$ cat src/rtl/cdd_pkg.sv
package cdd_pkg;

   typedef enum logic [2:0] {
      CH_NONE  = 3'd0,
      CH_PCM   = 3'd1,
      CH_PRG   = 3'd2,
      CH_WRH0  = 3'd3,
      CH_WRH1  = 3'd4,
      CH_WRALL = 3'd5
   } chan_e;

   typedef enum logic {
      ST_IDLE = 1'b0,
      ST_XFER = 1'b1
   } xfer_st_e;

   localparam int unsigned N_DEST = 5;

   function automatic logic chan_ok(input logic [2:0] c);
      return (c != 3'd0) && (c <= 3'(N_DEST));
   endfunction

endpackage

$ cat src/rtl/cdd_geom.sv
module cdd_geom #(
   parameter int DA_W      = 16,
   parameter int CNT_W     = 12,
   parameter int MEM_AW    = 19,
   parameter int PCM_AW    = 12,
   parameter int WRH_AW    = 17,
   parameter int WRF_AW    = 18,
   parameter int PCM_SHIFT = 2,
   parameter int RAM_SHIFT = 3,
   localparam int LEN_W    = CNT_W + 1
) (
   input  logic [2:0]        chan_i,
   input  logic [DA_W-1:0]   dadr_i,
   input  logic [CNT_W-1:0]  dbc_i,
   output logic [MEM_AW-1:0] base_o,
   output logic [LEN_W-1:0]  len_o
);
   import cdd_pkg::*;

   localparam int XW = MEM_AW + 1;
   localparam int AW_TAB [N_DEST] = '{PCM_AW, MEM_AW, WRH_AW, WRH_AW, WRF_AW};
   localparam int SH_TAB [N_DEST] = '{PCM_SHIFT, RAM_SHIFT, RAM_SHIFT, RAM_SHIFT, RAM_SHIFT};
   localparam bit ODD_TAB [N_DEST] = '{1'b1, 1'b0, 1'b0, 1'b0, 1'b0};

   logic [XW-1:0]     dadr_x;
   logic [XW-1:0]     bytes_x;
   logic [XW-1:0]     even_x;
   logic [MEM_AW-1:0] base_a [N_DEST];
   logic [LEN_W-1:0]  len_a  [N_DEST];

   assign dadr_x  = XW'(dadr_i);
   assign bytes_x = XW'(dbc_i) + XW'(1);
   assign even_x  = {bytes_x[XW-1:1], 1'b0};

   for (genvar d = 0; d < N_DEST; d++) begin : g_dest
      localparam logic [XW-1:0] LIM = XW'(1) << AW_TAB[d];
      logic [XW-1:0] base_w;
      logic [XW-1:0] room_w;
      logic [XW-1:0] want_w;
      assign base_w   = (dadr_x << SH_TAB[d]) & (LIM - XW'(1));
      assign room_w   = LIM - base_w;
      assign want_w   = ODD_TAB[d] ? bytes_x : even_x;
      assign base_a[d] = base_w[MEM_AW-1:0];
      assign len_a[d]  = (want_w > room_w) ? LEN_W'(room_w) : LEN_W'(want_w);
   end

   always_comb begin
      base_o = '0;
      len_o  = '0;
      for (int d = 0; d < N_DEST; d++) begin
         if (chan_i == 3'(d + 1)) begin
            base_o = base_a[d];
            len_o  = len_a[d];
         end
      end
   end

endmodule

$ cat src/rtl/cdd_seq.sv
module cdd_seq #(
   parameter int SRC_AW = 14,
   parameter int MEM_AW = 19,
   parameter int LEN_W  = 13,
   parameter int N_WE   = 5
) (
   input  logic              clk,
   input  logic              rst_n,
   input  logic              start_ok_i,
   input  logic [2:0]        chan_i,
   input  logic [SRC_AW-1:0] src_i,
   input  logic [MEM_AW-1:0] base_i,
   input  logic [LEN_W-1:0]  len_i,
   output logic              busy_o,
   output logic              fin_o,
   output logic [N_WE-1:0]   we_o,
   output logic [MEM_AW-1:0] wr_addr_o,
   output logic [SRC_AW-1:0] rd_addr_o
);
   import cdd_pkg::*;

   xfer_st_e          st_q;
   logic [LEN_W-1:0]  rem_q;
   logic [SRC_AW-1:0] rp_q;
   logic [MEM_AW-1:0] wp_q;
   logic [2:0]        ch_q;
   logic              moving;

   assign moving    = (st_q == ST_XFER) && (rem_q != '0);
   assign fin_o     = (st_q == ST_XFER) && (rem_q <= LEN_W'(1));
   assign busy_o    = (st_q == ST_XFER);
   assign wr_addr_o = wp_q;
   assign rd_addr_o = rp_q;

   for (genvar d = 0; d < N_WE; d++) begin : g_we
      assign we_o[d] = moving && (ch_q == 3'(d + 1));
   end

   always_ff @(posedge clk or negedge rst_n) begin
      if (!rst_n) begin
         st_q  <= ST_IDLE;
         rem_q <= '0;
         rp_q  <= '0;
         wp_q  <= '0;
         ch_q  <= '0;
      end else begin
         case (st_q)
            ST_IDLE: begin
               if (start_ok_i) begin
                  st_q  <= ST_XFER;
                  rem_q <= len_i;
                  rp_q  <= {src_i[SRC_AW-1:1], 1'b0};
                  wp_q  <= base_i;
                  ch_q  <= chan_i;
               end
            end
            default: begin
               if (moving) begin
                  rem_q <= rem_q - 1'b1;
                  rp_q  <= rp_q + 1'b1;
                  wp_q  <= wp_q + 1'b1;
               end
               if (fin_o) begin
                  st_q <= ST_IDLE;
               end
            end
         endcase
      end
   end

endmodule

$ cat src/rtl/cdd_stat.sv
module cdd_stat #(
   parameter int SRC_AW    = 14,
   parameter int DA_W      = 16,
   parameter int CNT_W     = 12,
   parameter int PCM_SHIFT = 2,
   parameter int RAM_SHIFT = 3,
   localparam int LEN_W    = CNT_W + 1,
   localparam int DBC_W    = CNT_W + 4
) (
   input  logic              clk,
   input  logic              rst_n,
   input  logic              start_ok_i,
   input  logic              fin_i,
   input  logic [2:0]        chan_i,
   input  logic [SRC_AW-1:0] src_i,
   input  logic [DA_W-1:0]   dadr_i,
   input  logic [CNT_W-1:0]  dbc_i,
   input  logic [7:0]        hstat_i,
   input  logic              dteien_i,
   input  logic              ien5_i,
   output logic [SRC_AW-1:0] src_o,
   output logic [DA_W-1:0]   dadr_o,
   output logic [DBC_W-1:0]  dbc_o,
   output logic [2:0]        chan_o,
   output logic [7:0]        hstat_o,
   output logic              dtbsy_n_o,
   output logic              dten_n_o,
   output logic              dtei_n_o,
   output logic              done_o,
   output logic              irq5_o
);
   import cdd_pkg::*;

   localparam logic [DBC_W-1:0] DBC_IDLE = {4'hF, {CNT_W{1'b0}}};

   logic [LEN_W-1:0]  bytes_q;
   logic              is_pcm;
   logic [SRC_AW-1:0] src_adv;
   logic [DA_W-1:0]   dadr_adv;

   assign is_pcm   = (chan_o == CH_PCM);
   assign src_adv  = is_pcm ? SRC_AW'(bytes_q) : SRC_AW'({bytes_q[LEN_W-1:1], 1'b0});
   assign dadr_adv = is_pcm ? DA_W'(bytes_q >> PCM_SHIFT) : DA_W'(bytes_q >> RAM_SHIFT);

   always_ff @(posedge clk or negedge rst_n) begin
      if (!rst_n) begin
         bytes_q   <= '0;
         src_o     <= '0;
         dadr_o    <= '0;
         dbc_o     <= DBC_IDLE;
         chan_o    <= '0;
         hstat_o   <= '0;
         dtbsy_n_o <= 1'b1;
         dten_n_o  <= 1'b1;
         dtei_n_o  <= 1'b1;
         done_o    <= 1'b0;
         irq5_o    <= 1'b0;
      end else begin
         done_o <= 1'b0;
         irq5_o <= 1'b0;
         if (start_ok_i) begin
            bytes_q   <= LEN_W'(dbc_i) + LEN_W'(1);
            src_o     <= src_i;
            dadr_o    <= dadr_i;
            dbc_o     <= DBC_W'(dbc_i);
            chan_o    <= chan_i;
            hstat_o   <= hstat_i;
            dtbsy_n_o <= 1'b0;
            dten_n_o  <= 1'b0;
            dtei_n_o  <= 1'b0;
         end else if (fin_i) begin
            src_o     <= src_o + src_adv;
            dadr_o    <= dadr_o + dadr_adv;
            dbc_o     <= DBC_IDLE;
            chan_o    <= CH_NONE;
            hstat_o   <= {2'b10, 3'b000, hstat_o[2:0]};
            dtbsy_n_o <= 1'b1;
            dten_n_o  <= 1'b1;
            done_o    <= 1'b1;
            if (!dtei_n_o) begin
               dtei_n_o <= 1'b1;
               irq5_o   <= dteien_i && ien5_i;
            end
         end
      end
   end

endmodule

$ cat src/rtl/cdbuf_dma.sv
module cdbuf_dma #(
   parameter int SRC_AW    = 14,
   parameter int DA_W      = 16,
   parameter int CNT_W     = 12,
   parameter int MEM_AW    = 19,
   parameter int PCM_AW    = 12,
   parameter int WRH_AW    = 17,
   parameter int WRF_AW    = 18,
   parameter int PCM_SHIFT = 2,
   parameter int RAM_SHIFT = 3,
   localparam int N_WE     = 5,
   localparam int DBC_W    = CNT_W + 4
) (
   input  logic              clk,
   input  logic              rst_n,
   input  logic              start_i,
   input  logic [2:0]        chan_i,
   input  logic [SRC_AW-1:0] src_i,
   input  logic [DA_W-1:0]   dadr_i,
   input  logic [CNT_W-1:0]  dbc_i,
   input  logic [7:0]        hstat_i,
   input  logic              dteien_i,
   input  logic              ien5_i,
   output logic [SRC_AW-1:0] rd_addr_o,
   input  logic [7:0]        rd_data_i,
   output logic [N_WE-1:0]   we_o,
   output logic [MEM_AW-1:0] wr_addr_o,
   output logic [7:0]        wr_data_o,
   output logic [SRC_AW-1:0] src_o,
   output logic [DA_W-1:0]   dadr_o,
   output logic [DBC_W-1:0]  dbc_o,
   output logic [2:0]        chan_o,
   output logic [7:0]        hstat_o,
   output logic              dtbsy_n_o,
   output logic              dten_n_o,
   output logic              dtei_n_o,
   output logic              done_o,
   output logic              irq5_o
);
   import cdd_pkg::*;

   localparam int LEN_W = CNT_W + 1;

   if (N_WE != N_DEST) begin : g_bad_dest
      $error("write strobe count must match destination count");
   end
   if (MEM_AW < DA_W + RAM_SHIFT) begin : g_bad_mem
      $error("program RAM address too narrow for shifted register");
   end
   if ((WRF_AW > MEM_AW) || (WRH_AW > WRF_AW) || (PCM_AW > WRH_AW)) begin : g_bad_order
      $error("destination windows must nest inside the write address");
   end
   if (LEN_W > SRC_AW) begin : g_bad_len
      $error("transfer length must not exceed the ring size");
   end

   logic              busy;
   logic              fin;
   logic              start_ok;
   logic [MEM_AW-1:0] base;
   logic [LEN_W-1:0]  len;

   assign start_ok  = start_i && !busy && chan_ok(chan_i);
   assign wr_data_o = rd_data_i;

   cdd_geom #(
      .DA_W(DA_W), .CNT_W(CNT_W), .MEM_AW(MEM_AW), .PCM_AW(PCM_AW),
      .WRH_AW(WRH_AW), .WRF_AW(WRF_AW), .PCM_SHIFT(PCM_SHIFT), .RAM_SHIFT(RAM_SHIFT)
   ) u_geom (
      .chan_i (chan_i),
      .dadr_i (dadr_i),
      .dbc_i  (dbc_i),
      .base_o (base),
      .len_o  (len)
   );

   cdd_seq #(
      .SRC_AW(SRC_AW), .MEM_AW(MEM_AW), .LEN_W(LEN_W), .N_WE(N_WE)
   ) u_seq (
      .clk        (clk),
      .rst_n      (rst_n),
      .start_ok_i (start_ok),
      .chan_i     (chan_i),
      .src_i      (src_i),
      .base_i     (base),
      .len_i      (len),
      .busy_o     (busy),
      .fin_o      (fin),
      .we_o       (we_o),
      .wr_addr_o  (wr_addr_o),
      .rd_addr_o  (rd_addr_o)
   );

   cdd_stat #(
      .SRC_AW(SRC_AW), .DA_W(DA_W), .CNT_W(CNT_W),
      .PCM_SHIFT(PCM_SHIFT), .RAM_SHIFT(RAM_SHIFT)
   ) u_stat (
      .clk        (clk),
      .rst_n      (rst_n),
      .start_ok_i (start_ok),
      .fin_i      (fin),
      .chan_i     (chan_i),
      .src_i      (src_i),
      .dadr_i     (dadr_i),
      .dbc_i      (dbc_i),
      .hstat_i    (hstat_i),
      .dteien_i   (dteien_i),
      .ien5_i     (ien5_i),
      .src_o      (src_o),
      .dadr_o     (dadr_o),
      .dbc_o      (dbc_o),
      .chan_o     (chan_o),
      .hstat_o    (hstat_o),
      .dtbsy_n_o  (dtbsy_n_o),
      .dten_n_o   (dten_n_o),
      .dtei_n_o   (dtei_n_o),
      .done_o     (done_o),
      .irq5_o     (irq5_o)
   );

endmodule

$ cat config.mk
export PLATFORM = sky130hd
export DESIGN_NAME = cdbuf_dma
export DESIGN_NICKNAME = d
export VERILOG_FILES = /design/src/rtl/cdd_pkg.sv /design/src/rtl/cdd_geom.sv /design/src/rtl/cdd_seq.sv /design/src/rtl/cdd_stat.sv /design/src/rtl/cdbuf_dma.sv
export SDC_FILE = /design/constraint.sdc
export NUM_CORES = 1
export LEC_CHECK = 0
export ABC_CLOCK_PERIOD_IN_PS = 3800
export BUFFER_PORTS_ARGS = -buffer_cell sky130_fd_sc_hd__buf_2
export CORE_MARGIN = 4
export CORE_UTILIZATION = 51
export DETAILED_ROUTE_END_ITERATION = 6
export GPL_TIMING_DRIVEN = 0
export MAX_ROUTING_LAYER = met4
export PLACE_DENSITY_LB_ADDON = 0.05
export SYNTH_ARGS = -nofsm -noshare
export SYNTH_HDL_FRONTEND = slang
export SYNTH_SLANG_ARGS = --single-unit
export TNS_END_PERCENT = 5
$ cat constraint.sdc
create_clock -name clk -period 3.8 [get_ports clk]
set_input_delay 0.38 -clock clk [delete_from_list [all_inputs] [get_ports clk]]
set_output_delay 0.38 -clock clk [all_outputs]
set_load 0.03 [all_outputs]
==> impl_metrics.env <==
export IMPL_n_antenna_cell=0
export IMPL_synthMuxAreaShare_pct=4.53
export IMPL_syn_avg_cell_area_sq_um=8.21
export IMPL_grt_pass1_wl_um=48700
export IMPL_die_w_um=140
export IMPL_endpoint_kind="register"
export IMPL_cpPeakStageDelay_ns=0.39
export IMPL_yosys_top_cells_count="nand2_1, o21ai_0, dfrtp_1"
export IMPL_wl_um=31400
export IMPL_synth_main_ff_cell="dfrtp_1"
export IMPL_cts_tree="yes"
export IMPL_multi_input_area_sq_um=5590
export IMPL_run_status="complete, no violations"
export IMPL_drc=0
export IMPL_max_cap_viol_count=0
export IMPL_hold_viol_final=0
export IMPL_overflow=0
export IMPL_critPathKind="primary input to register"
export IMPL_ctsRootBufferMaster="clkbuf_16"
export IMPL_antenna_found_initial=0
export IMPL_start_kind="primary input"
export IMPL_r2r_start="u_stat.chan_o[2]$_DFFE_PN0P_"
export IMPL_synthArstFlopShare_pct=100
export IMPL_initial_core_util_pct=51.8
export IMPL_postSynthCellCount=1083
export IMPL_synth_distinct_cells=74
export IMPL_vias_per_cell=6.23
export IMPL_clkSinkCount=119
export IMPL_fin_cells=1503
export IMPL_drive_above_1_share_pct=21.8
export IMPL_synth_top_family_by_area="compound AO/OA/AOI/OAI gates"
export IMPL_io_pins=174
export IMPL_grtUsageMet3_pct=6.08
export IMPL_initialDrtViolationCount=1116
export IMPL_yosys_area_share_adder_pct=7.63
export IMPL_cp_num_buf_inv=2
export IMPL_numCtsBuffers=17
export IMPL_wl_per_cell_um=20.9
export IMPL_yosys_warnings=0
export IMPL_final_core_util_pct=62.8
export IMPL_crit_family="simple AND/OR/NAND/NOR gates"
export IMPL_slew_violations=0
export IMPL_power_leakage_nw=4.92
export IMPL_path_cells="buf_2, nor4_4, nand2_2, or3_4, xnor2_4, ha_1, nand2_1, or2_2, a21o_1, a22o_4, or3_1, buf_6, a21boi_1, a221oi_2, o21ai_1"
export IMPL_grt_max_degree=85
export IMPL_r2r_end="u_stat.dadr_o[11]$_DFFE_PN0P_"
export IMPL_post_synth_top_count_cell="nand2_1"
export IMPL_syn_cell_area_sq_um=8890
export IMPL_gp_congestion=0.993
export IMPL_clock_path_buffers=2
export IMPL_holdCritPathClass="primary input to register"
export IMPL_clkLatencyLatePin_ns=0.43
export IMPL_synth_xor_area_share_pct=3.45
export IMPL_netlist_top_cells_area="dfrtp_1, ha_1, nand2_1"
export IMPL_clock_skew_ns=0.00800
export IMPL_cp_arrival_ns=4.02
export IMPL_dr_pass1_iters=6
export IMPL_htree_levels=4
export IMPL_vias=9369
export IMPL_fin_crit_ns=3.74
export IMPL_met2_usage_pct=46.8
export IMPL_holdPathEnd="u_stat.hstat_o[2]$_DFFE_PN0P_"
export IMPL_hpwl_um=23600
export IMPL_powerDensity_nw_per_um2=428
export IMPL_final_nets=1384
export IMPL_ir_worst_vdd_mv=0.351
export IMPL_synth_edf_count=0
export IMPL_busiest_layer="met2"
export IMPL_clk_pin_slew_ns=0.06
export IMPL_synth_top_area_cell="dfrtp_1"
export IMPL_max_freq_ghz=0.267
export IMPL_rows=48
export IMPL_die_height_um=140
export IMPL_min_from="hstat_i[2]"
export IMPL_tightestPinTransition_ns=0.963
export IMPL_post_route_period_util_pct=98.5
export IMPL_ant_nets=0
export IMPL_yosys_area_share_simple_pct=20.8
export IMPL_setup_viol=0
export IMPL_syn_num_nets=1202
export IMPL_min_path_cells=3
export IMPL_first_global_vias=8712
export IMPL_cp_required_ns=4.08
export IMPL_ys_ff_latch=119
export IMPL_grtUsageMet1_pct=45.6
export IMPL_io_buffers=157
export IMPL_track_usage_pct=32.2
export IMPL_fillers=1602
export IMPL_cp_max_fo=9
export IMPL_synth_compound_area_share_pct=24.7
export IMPL_r2r_slack_ns=0.18
export IMPL_regArea_sq_um=2980
export IMPL_slew_headroom_pct=35.8
export IMPL_syn2layout_area_growth_pct=21.4
export IMPL_core_area_sq_um=17200
export IMPL_die_area_sq_um=19600
export IMPL_synth_top_area_share_pct=33.2
export IMPL_place_inst=1466
export IMPL_reg2reg_depth=11
export IMPL_ys_seq_area_share_pct=33.5
export IMPL_slowest_stage="or3_1"
-- per-stage QoR --
stage                     TNS [ns]  hold WS (ns)  instance area [sq um]  setup slack, ns  total power, mW
final                            0         0.137                  10800           0.0565             4.62
after global routing        -0.164         0.157                  10800          -0.0924             4.83
after CTS                        0         0.134                  10700          0.00541             4.59
after detailed placement    -16.22         0.305                  10000            -1.33             2.98
after global placement      -15.05         0.455                   9970            -1.28             2.96
after floorplan             -0.549        0.0844                   8900           -0.135             2.55
-- registers in the layout, summed over array words and instances, names as in the netlist, 3 cells and up --
register	count
u_seq.wr_addr_o	19
u_stat.src_o	14
u_stat.chan_o	3
u_stat.dadr_o	16
u_stat.dbc_o	13
u_stat.bytes_q	13
u_seq.rd_addr_o	14
u_stat.hstat_o	8
u_seq.rem_q	13
u_seq.ch_q	3
-- tightest hold or removal path: cells and delay by family --
family	cells	cell delay, ns
buf+inv	1	0.07
simple gates	2	0.08
-- power by group --
part	total [mW]	internal, mW	switching [mW]
Combinational	1.34	0.509	0.835
Sequential	1.67	1.44	0.225
Clock	1.60	0.939	0.664
Total	4.62	2.89	1.72
-- repair_timing --
action                                 4_1_cts  5_1_grt
buffers inserted                             2        2
endpoints found under the hold margin       34        0
setup endpoints to repair                   23       27
hold buffers                                 1        0
resized for setup                           27       24
pin swaps                                    6        5
-- worst max-delay path by stage --
| stage | startpoint | endpoint | cells after the start |
|---|---|---|---|
| 3_3_place_gp | dadr_i[0] | u_seq.rem_q[11]$_DFFE_PN0P_ | 17 |
| 5_1_grt | dbc_i[0] | u_seq.rem_q[1]$_DFFE_PN0P_ | 15 |
| 6_report | dadr_i[5] | u_seq.rem_q[12]$_DFFE_PN0P_ | 15 |
| 3_5_place_dp | dadr_i[0] | u_seq.rem_q[11]$_DFFE_PN0P_ | 17 |
| 2_1_floorplan | dadr_i[4] | u_seq.rem_q[11]$_DFFE_PN0P_ | 15 |
| 4_1_cts | dbc_i[0] | u_seq.rem_q[9]$_DFFE_PN0P_ | 16 |
-- per-layer routing --
layer	up-vias	share of wire, %
met3	76	10
met5	-	0
met4	0	2.9
li1	4344	-
met2	546	44
met1	4403	43
-- cells in the final DEF, fill, tap and decap left out, types with 18 or more instances in the layout --
cell type / synthesis / final
dfrtp_1: 118 / 118
buf_2: 3 / 158
nand2_1: 160 / 158
a22oi_1: 28 / 28
buf_4: 14 / 19
mux2_2: 18 / 18
inv_1: 31 / 30
nor2_1: 67 / 65
o21ai_0: 119 / 114
a21oi_1: 57 / 57
nand3_1: 44 / 44
ha_1: 51 / 50
nor3_1: 28 / 27
clkbuf_1: 50 / 45
-- kinds of logic after synthesis --
group	after synthesis
xor+xnor	35
simple gates	391
fa+ha+maj	53
compound gates	340
flops	119
buf+inv	108
mux	37
-- layout make-up --
type,count,share of cell area [%]
timing repair buffer,163,7.97
inverter,32,1.14
sequential,119,27.6
multi-input combinational,856,51.8
clock buffer,19,4.20
tap,225,2.61
buffer,76,3.58
clock inverter,13,1.11
Power figures use the tool's default switching activity.
